### src/rtl/ctt_pkg.sv
// Package: shared constants and types for the per-core tick timer.
// Assumes a 32-bit data path and a 12-bit byte address with 256-byte banks.
package ctt_pkg;
    localparam int DATA_W    = 32;
    localparam int ADDR_W    = 12;
    localparam int ICNT_W    = DATA_W - 1;
    localparam int FIRST_PAGE = 3;

    localparam logic [7:0] OFS_TBUF  = 8'h00;
    localparam logic [7:0] OFS_IBUF  = 8'h08;
    localparam logic [7:0] OFS_CTRL  = 8'h20;
    localparam logic [7:0] OFS_ISTAT = 8'h30;
    localparam logic [7:0] OFS_IEN   = 8'h34;
    localparam logic [7:0] OFS_WSTAT = 8'h40;

    localparam int WS_TBUF = 0;
    localparam int WS_IBUF = 1;
    localparam int WS_CTRL = 3;

    typedef struct packed {
        logic auto_rl;
        logic irun;
        logic trun;
    } ctrl_t;
endpackage

### src/rtl/ctt_tick.sv
// Module: prescale stage. Counts down from the tick buffer and emits one
// tick per N+1 cycles while running. Assumes load and run are never both
// high, because a start always comes from a stopped state.
module ctt_tick #(
    parameter int TICK_W = 32
) (
    input  logic              clk,
    input  logic              rst_n,
    input  logic              run,
    input  logic              load,
    input  logic [TICK_W-1:0] seed,
    output logic              tick
);
    logic [TICK_W-1:0] cnt;

    assign tick = run && !load && (cnt == '0);

    // Down-counter with reload on terminal count or on start.
    always_ff @(posedge clk) begin
        if (!rst_n)               cnt <= '0;
        else if (load)            cnt <= seed;
        else if (run) begin
            if (cnt == '0)        cnt <= seed;
            else                  cnt <= cnt - 1'b1;
        end
    end

    p_tick_reload_r2: assert property (@(posedge clk) disable iff (!rst_n)
        tick |=> (cnt == $past(seed)));
    p_tick_halt_r10: assert property (@(posedge clk) disable iff (!rst_n)
        (!run && !load) |=> $stable(cnt));
endmodule

### src/rtl/ctt_intcnt.sv
// Module: interrupt stage. Decrements once per tick and flags an expiry on
// the tick that finds the count at 1 or 0. It then reloads in interval mode
// and otherwise parks until the next load.
module ctt_intcnt #(
    parameter int ICNT_W = 31
) (
    input  logic              clk,
    input  logic              rst_n,
    input  logic              run,
    input  logic              auto_rl,
    input  logic              load,
    input  logic [ICNT_W-1:0] seed,
    input  logic              tick,
    output logic              expire
);
    logic [ICNT_W-1:0] cnt;
    logic              done;
    logic              step;

    assign step   = run && tick && !done && !load;
    assign expire = step && (cnt <= ICNT_W'(1));

    // Counter and one-shot park flag.
    always_ff @(posedge clk) begin
        if (!rst_n) begin
            cnt  <= '0;
            done <= 1'b0;
        end else if (load) begin
            cnt  <= seed;
            done <= 1'b0;
        end else if (step) begin
            if (cnt <= ICNT_W'(1)) begin
                cnt  <= auto_rl ? seed : '0;
                done <= !auto_rl;
            end else begin
                cnt  <= cnt - 1'b1;
            end
        end
    end

    p_oneshot_once_r6: assert property (@(posedge clk) disable iff (!rst_n)
        (expire && !auto_rl) |=> !expire);
    p_interval_reload_r5: assert property (@(posedge clk) disable iff (!rst_n)
        (expire && auto_rl) |=> (cnt == $past(seed)));
    p_int_halt_r10: assert property (@(posedge clk) disable iff (!rst_n)
        (!run && !load) |=> $stable(cnt));
endmodule

### src/rtl/ctt_regs.sv
// Module: register bank of one core. It decodes its own page and holds the
// buffers, control, interrupt status and enable, and the sticky write-status
// bits. Start pulses go out when a run bit goes from 0 to 1. Assumes one
// access per cycle.
module ctt_regs
    import ctt_pkg::*;
#(
    parameter int CORE_IDX = 0,
    parameter int TICK_W   = 32
) (
    input  logic              clk,
    input  logic              rst_n,
    input  logic [ADDR_W-1:0] bus_addr,
    input  logic              bus_wr,
    input  logic [DATA_W-1:0] bus_wdata,
    output logic [DATA_W-1:0] bus_rdata,
    input  logic              expire,
    output logic [TICK_W-1:0] tbuf,
    output logic [ICNT_W-1:0] int_seed,
    output ctrl_t             ctrl,
    output logic              tick_load,
    output logic              int_load,
    output logic              irq
);
    localparam logic [ADDR_W-9:0] PAGE = (ADDR_W-8)'(FIRST_PAGE + CORE_IDX);

    logic              hit;
    logic [7:0]        ofs;
    logic              wr_tbuf, wr_ibuf, wr_ctrl, wr_istat, wr_ien, wr_wstat;
    logic              ibuf_upd;
    logic [ICNT_W-1:0] ibuf;
    logic              istat, ien;
    logic [3:0]        wstat;
    ctrl_t             wctrl;

    assign hit      = (bus_addr[ADDR_W-1:8] == PAGE);
    assign ofs      = bus_addr[7:0];
    assign wr_tbuf  = bus_wr && hit && (ofs == OFS_TBUF);
    assign wr_ibuf  = bus_wr && hit && (ofs == OFS_IBUF);
    assign wr_ctrl  = bus_wr && hit && (ofs == OFS_CTRL);
    assign wr_istat = bus_wr && hit && (ofs == OFS_ISTAT);
    assign wr_ien   = bus_wr && hit && (ofs == OFS_IEN);
    assign wr_wstat = bus_wr && hit && (ofs == OFS_WSTAT);
    assign wctrl    = bus_wdata[2:0];

    assign ibuf_upd  = wr_ibuf && bus_wdata[DATA_W-1];
    assign int_seed  = ibuf_upd ? bus_wdata[ICNT_W-1:0] : ibuf;
    assign tick_load = wr_ctrl && wctrl.trun && !ctrl.trun;
    assign int_load  = (wr_ctrl && wctrl.irun && !ctrl.irun) || ibuf_upd;
    assign irq       = istat && ien;

    // Buffers, control and enable registers.
    always_ff @(posedge clk) begin
        if (!rst_n) begin
            tbuf <= '0;
            ibuf <= '0;
            ctrl <= '0;
            ien  <= 1'b0;
        end else begin
            if (wr_tbuf)  tbuf <= bus_wdata[TICK_W-1:0];
            if (ibuf_upd) ibuf <= bus_wdata[ICNT_W-1:0];
            if (wr_ctrl)  ctrl <= wctrl;
            if (wr_ien)   ien  <= bus_wdata[0];
        end
    end

    // Interrupt status: a new expiry wins over a simultaneous clear.
    always_ff @(posedge clk) begin
        if (!rst_n)                       istat <= 1'b0;
        else if (expire)                  istat <= 1'b1;
        else if (wr_istat && bus_wdata[0]) istat <= 1'b0;
    end

    // Sticky write acknowledges, cleared by writing ones.
    always_ff @(posedge clk) begin
        if (!rst_n) begin
            wstat <= '0;
        end else begin
            if (wr_wstat) wstat <= wstat & ~bus_wdata[3:0] & 4'b1011;
            if (wr_tbuf)  wstat[WS_TBUF] <= 1'b1;
            if (wr_ibuf)  wstat[WS_IBUF] <= 1'b1;
            if (wr_ctrl)  wstat[WS_CTRL] <= 1'b1;
        end
    end

    // Same-cycle read mux; other pages and unused offsets read zero.
    always_comb begin
        bus_rdata = '0;
        if (hit) begin
            unique case (ofs)
                OFS_TBUF:  bus_rdata = DATA_W'(tbuf);
                OFS_IBUF:  bus_rdata = DATA_W'(ibuf);
                OFS_CTRL:  bus_rdata = DATA_W'(ctrl);
                OFS_ISTAT: bus_rdata = DATA_W'(istat);
                OFS_IEN:   bus_rdata = DATA_W'(ien);
                OFS_WSTAT: bus_rdata = DATA_W'(wstat);
                default:   bus_rdata = '0;
            endcase
        end
    end

    p_ibuf_ignore_r3: assert property (@(posedge clk) disable iff (!rst_n)
        (wr_ibuf && !bus_wdata[DATA_W-1]) |=> $stable(ibuf));
    p_istat_set_r7: assert property (@(posedge clk) disable iff (!rst_n)
        expire |=> istat);
    p_wstat_sticky_r9: assert property (@(posedge clk) disable iff (!rst_n)
        (wstat[WS_CTRL] && !(wr_wstat && bus_wdata[WS_CTRL])) |=> wstat[WS_CTRL]);
    p_foreign_page_r1: assert property (@(posedge clk) disable iff (!rst_n)
        (bus_wr && !hit) |=> ($stable(tbuf) && $stable(ibuf) && $stable(ctrl)));
endmodule

### src/rtl/core_tick_timer.sv
// Module: top of the per-core tick timer. It joins the register bank, the
// prescale stage and the interrupt stage. Assumes a single clock domain and
// a synchronous active-low reset.
module core_tick_timer #(
    parameter int CORE_IDX = 0,
    parameter int TICK_W   = 32
) (
    input  logic        clk,
    input  logic        rst_n,
    input  logic [11:0] bus_addr,
    input  logic        bus_wr,
    input  logic [31:0] bus_wdata,
    output logic [31:0] bus_rdata,
    output logic        irq
);
    import ctt_pkg::*;

    logic              expire, tick, tick_load, int_load;
    logic [TICK_W-1:0] tbuf;
    logic [ICNT_W-1:0] int_seed;
    ctrl_t             ctrl;

    ctt_regs #(.CORE_IDX(CORE_IDX), .TICK_W(TICK_W)) u_regs (
        .clk(clk), .rst_n(rst_n), .bus_addr(bus_addr), .bus_wr(bus_wr),
        .bus_wdata(bus_wdata), .bus_rdata(bus_rdata), .expire(expire),
        .tbuf(tbuf), .int_seed(int_seed), .ctrl(ctrl),
        .tick_load(tick_load), .int_load(int_load), .irq(irq)
    );

    ctt_tick #(.TICK_W(TICK_W)) u_tick (
        .clk(clk), .rst_n(rst_n), .run(ctrl.trun), .load(tick_load),
        .seed(tbuf), .tick(tick)
    );

    ctt_intcnt #(.ICNT_W(ICNT_W)) u_int (
        .clk(clk), .rst_n(rst_n), .run(ctrl.irun), .auto_rl(ctrl.auto_rl),
        .load(int_load), .seed(int_seed), .tick(tick), .expire(expire)
    );

    p_irq_rise_r8: assert property (@(posedge clk) disable iff (!rst_n)
        $rose(irq) |-> ($past(expire) || $past(bus_wr)));
endmodule

### config.mk
export PLATFORM = sky130hd
export DESIGN_NAME = core_tick_timer
export DESIGN_NICKNAME = d
export VERILOG_FILES = /design/src/rtl/ctt_pkg.sv /design/src/rtl/ctt_tick.sv /design/src/rtl/ctt_intcnt.sv /design/src/rtl/ctt_regs.sv /design/src/rtl/core_tick_timer.sv
export SDC_FILE = /design/constraint.sdc
export NUM_CORES = 1
export LEC_CHECK = 0
export BUFFER_PORTS_ARGS = -buffer_cell sky130_fd_sc_hd__buf_2
export CAP_MARGIN = 10
export CORE_MARGIN = 2
export CORE_UTILIZATION = 54
export DETAILED_ROUTE_END_ITERATION = 8
export PLACE_DENSITY = 0.86
export RECOVER_POWER = 100
export SYNTH_ARGS = -nofsm -noshare
export SYNTH_HDL_FRONTEND = slang
export SYNTH_SLANG_ARGS = --single-unit
### constraint.sdc
create_clock -name clk -period 2.8 [get_ports clk]
set_input_delay 0.28 -clock clk [delete_from_list [all_inputs] [get_ports clk]]
set_output_delay 0.28 -clock clk [all_outputs]
set_load 0.01 [all_outputs]
==> results by group <==
Run status
  • Status: finished with violations
  • Failing checks: setup timing

Global route
  • Vias in the first global route: 7589
  • Largest net degree at the start of global routing: 79
  • Total gr overflow: 0
  • Global-route wire length before repair: 39000 µm
  • Initial antenna violation count: 0
  • GRT Total Usage: 0.341

Timing
  • Final period util: 1.01
  • Hold slack: 0.0895 ns
  • Tightest Pin Transition: 1.08 ns
  • Tmin final: 2.84 ns
  • Relative slew slack: 0.276
  • Setup-failing EPs final: 3
  • Hold Vio Cnt, Final: 0
  • Layout Skew: 0.00782 ns
  • PnR worst setup slack: -0.0378 ns
  • RSZ-0062 raised after global routing: yes
  • Slew Viols, Final: 0
  • Fmax: 352 MHz

Logic synthesis
  • Syn Inst Count: 960
  • Warnings from Yosys: 0
  • Area leader, netlist: dfxtp_1
  • Sequential fraction of the synthesis area: 0.368
  • Yosys reg bits: 135
  • Syn avg cell area: 7.65 µm²
  • Post-synth EDFFs: 0
  • Post-synth net total: 1011
  • Asr flop ratio synth: 0
  • Post-synth top flop: dfxtp_1
  • Top cells by area, synth: dfxtp_1, a21oi_1, nand2_1
  • Synth cell types: 67
  • Post-synth top area share: 0.368
  • Synthesized area: 0.00734 mm²

Routing
  • Highest routed metal layer: met4
  • Metal-1 WL: 9470 µm
  • Via count: 8243
  • Router iterations before antenna repair: 8
  • ANT nets after route: 0
  • Final WL: 25000 µm
  • Initial detailed-routing violation count: 1606
  • Vias/cell: 6.60
  • WL per Instance: 20.0 µm
  • Met3 routed WL: 2810 µm
  • DRC viols: 0
  • Routed wl met2: 11600 µm

Floorplan
  • Die footprint: 0.0146 mm²
  • Height of the die: 121 µm
  • Die X: 121 µm
  • Initial Utilization: 0.555
  • # rows: 42
  • I/O Pins: 80
  • Core box area: 0.0132 mm²

Final layout
  • Antenna cell count: 0
  • Post-route cell area: 0.00904 mm²
  • Fill cells: 1016
  • P&R area growth vs syn: 23.2%
  • Nets@finish: 1111
  • Share of cells above drive strength 1: 0.189

Run
  • # Max-Cap Violations: 0

Critical path
  • Slowest CP cell: or4_4
  • CP peak stage delay: 0.54 ns
  • Worst path cell trace: or4_4 > or4_4 > or4b_4 > nand2b_4 > buf_6 > clkbuf_16 > a21oi_1 > o21ai_1 > a21oi_2
  • WP data required: 3.12 ns
  • Most common cell on crit path: or4_4
  • Critical path data arrival time: 3.15 ns
  • Critical path type: reg2reg
  • Crit Path Max Fanout: 6
  • CP Launch Type: flop
  • Endpoint class of the critical path: flop

Place
  • Placer Congestion: 0.936
  • Dpl ws: -0.0226 ns
  • PortBufs: 79
  • Placed cell area: 0.00828 mm²
  • Post-DP HPWL: 16000 µm

CTS
  • CTS clock-pin slew for the worst setup and hold paths: 0.06 ns
  • Cts bufs inserted: 17
  • Clock root cell: clkbuf_16
  • CTS sink cnt: 135
  • Clock buffer depth: 2
  • Worst skew pair latency: 0.44 ns
  • H-tree Lvls: 4
  • CTS tree: done

Power and ir drop
  • Pleak: 3.59 nW
  • Peak supply drop: 0.432 mV
  • P per Cell Area: 494 mW/mm²

Worst hold path
  • Min-delay worst type: in2reg
==> where the power goes <==
group | leakage [nW] | total [mW] | internal (mW) | switching, mW
clock network | 0.312 | 2.43 | 1.56 | 0.876
logic | 2.19 | 0.119 | 0.0399 | 0.0792
registers | 1.09 | 1.92 | 1.92 | 0.000139
total | 3.59 | 4.47 | 3.52 | 0.955
==> what timing repair did <==
item	4_1_cts	5_1_grt
setup endpoints to repair	19	48
resized for setup	5	28
setup buffers	0	2
hold buffers	0	0
pin swaps	0	17
cloned	1	2
==> logic make-up after synthesis <==
group,synth area share
multiplexers,0.0569
XOR/XNOR,0.00835
flip-flops,0.368
AO/OA/AOI/OAI,0.245
buffers and inverters,0.0465
AND/OR/NAND/NOR,0.268
adder cells (fa/ha/maj),0.00681
==> per-layer routing <==
metal | vias up | GRT usage
li1 | 3715 | -
met1 | 3797 | 0.430
met2 | 602 | 0.536
met3 | 129 | 0.0863
met4 | 0 | 0.177
met5 | - | 0
==> worst paths after layout <==
kind / cells past startpoint / start / slack [ns] / endpoint
setup / recovery: 9 / u_tick.cnt[17]$_SDFFE_PN0P_ / -0.04 / u_tick.cnt[21]$_SDFFE_PN0P_
hold / removal: 3 / bus_wdata[30] / 0.09 / u_regs.tbuf[30]$_SDFFE_PN0P_
setup reg to reg: 9 / u_tick.cnt[17]$_SDFFE_PN0P_ / -0.04 / u_tick.cnt[21]$_SDFFE_PN0P_
hold reg to reg: 2 / u_tick.cnt[12]$_SDFFE_PN0P_ / 0.48 / u_tick.cnt[12]$_SDFFE_PN0P_
==> flip-flops by register name, summed over array words and instances (netlist names) <==
name / flops
u_regs.tbuf: 32
u_tick.cnt: 32
u_int.cnt: 31
u_regs.ibuf: 31
u_regs.ctrl: 3
u_regs.wstat: 3
u_int.done: 1
u_regs.ien: 1
u_regs.istat: 1
==> metrics by stage <==
stage,instances,util,total power [mW],setup TNS (ns)
2_1_floorplan,960,-,2.01,-0.0346
3_3_place_gp,1212,0.625,2.08,0
3_5_place_dp,1212,0.625,2.08,-0.0423
4_1_cts,1245,0.678,4.46,0
5_1_grt,1249,0.683,4.57,-0.786
6_report,1249,0.683,4.47,-0.0545
==> worst max-delay path: cells and delay by family, from the launching register on <==
family	cells	cell delay (ns)
buf+inv	2	0.27
flops	1	0.31
compound gates	3	0.37
simple gates	4	1.75
==> cell usage in the layout, fill, tap and decap left out, drive strengths merged, types with 12 or more instances in the layout <==
cell	synthesis	routed
clkbuf	56	54
nand2	119	119
buf	14	117
nor3	35	35
nand3	29	29
and2	19	19
a21oi	90	90
or3	12	12
inv	10	12
mux2i	26	26
nor2	106	106
nor4	24	24
a22oi	36	36
dfxtp	135	135
o21ai	74	74
mux2	14	14
==> cells in the mapped netlist (3+ instances only) <==
library cell,n
o22ai_1,10
o2bb2ai_1,5
a21boi_0,4
a22o_1,4
nor4_1,22
nand3b_1,6
o31ai_1,3
a221oi_1,4
or4_4,5
xnor2_1,5
dfxtp_1,135
inv_1,10
o21a_1,9
nor3_1,35
nand4_1,6
o21ai_0,72
a22oi_1,36
a21oi_1,90
nand4b_1,3
mux2i_1,26
a21o_1,9
clkbuf_1,56
nor2_1,106
and2_1,18
nor3b_1,4
mux2_2,14
or3_1,12
nor4b_1,3
o211ai_1,7
nand2b_1,9
ha_1,4
a32oi_1,3
and3_1,3
a31oi_1,10
o221ai_1,3
buf_4,6
buf_2,6
nand3_1,29
nand2_1,119
or4_1,5
a311oi_1,6
==> cell type report <==
type / count / area (µm²) / share of cell area
repair buffers: 151 / 990 / 0.109
well taps: 176 / 220 / 0.0243
multi-input cells: 744 / 4450 / 0.492
clock buffers: 20 / 467 / 0.0516
clock inverters: 12 / 173 / 0.0191
inverters: 11 / 41.3 / 0.00456
flip-flops and latches: 135 / 2710 / 0.299
No activity file was read; power rests on OpenSTA's default activity.
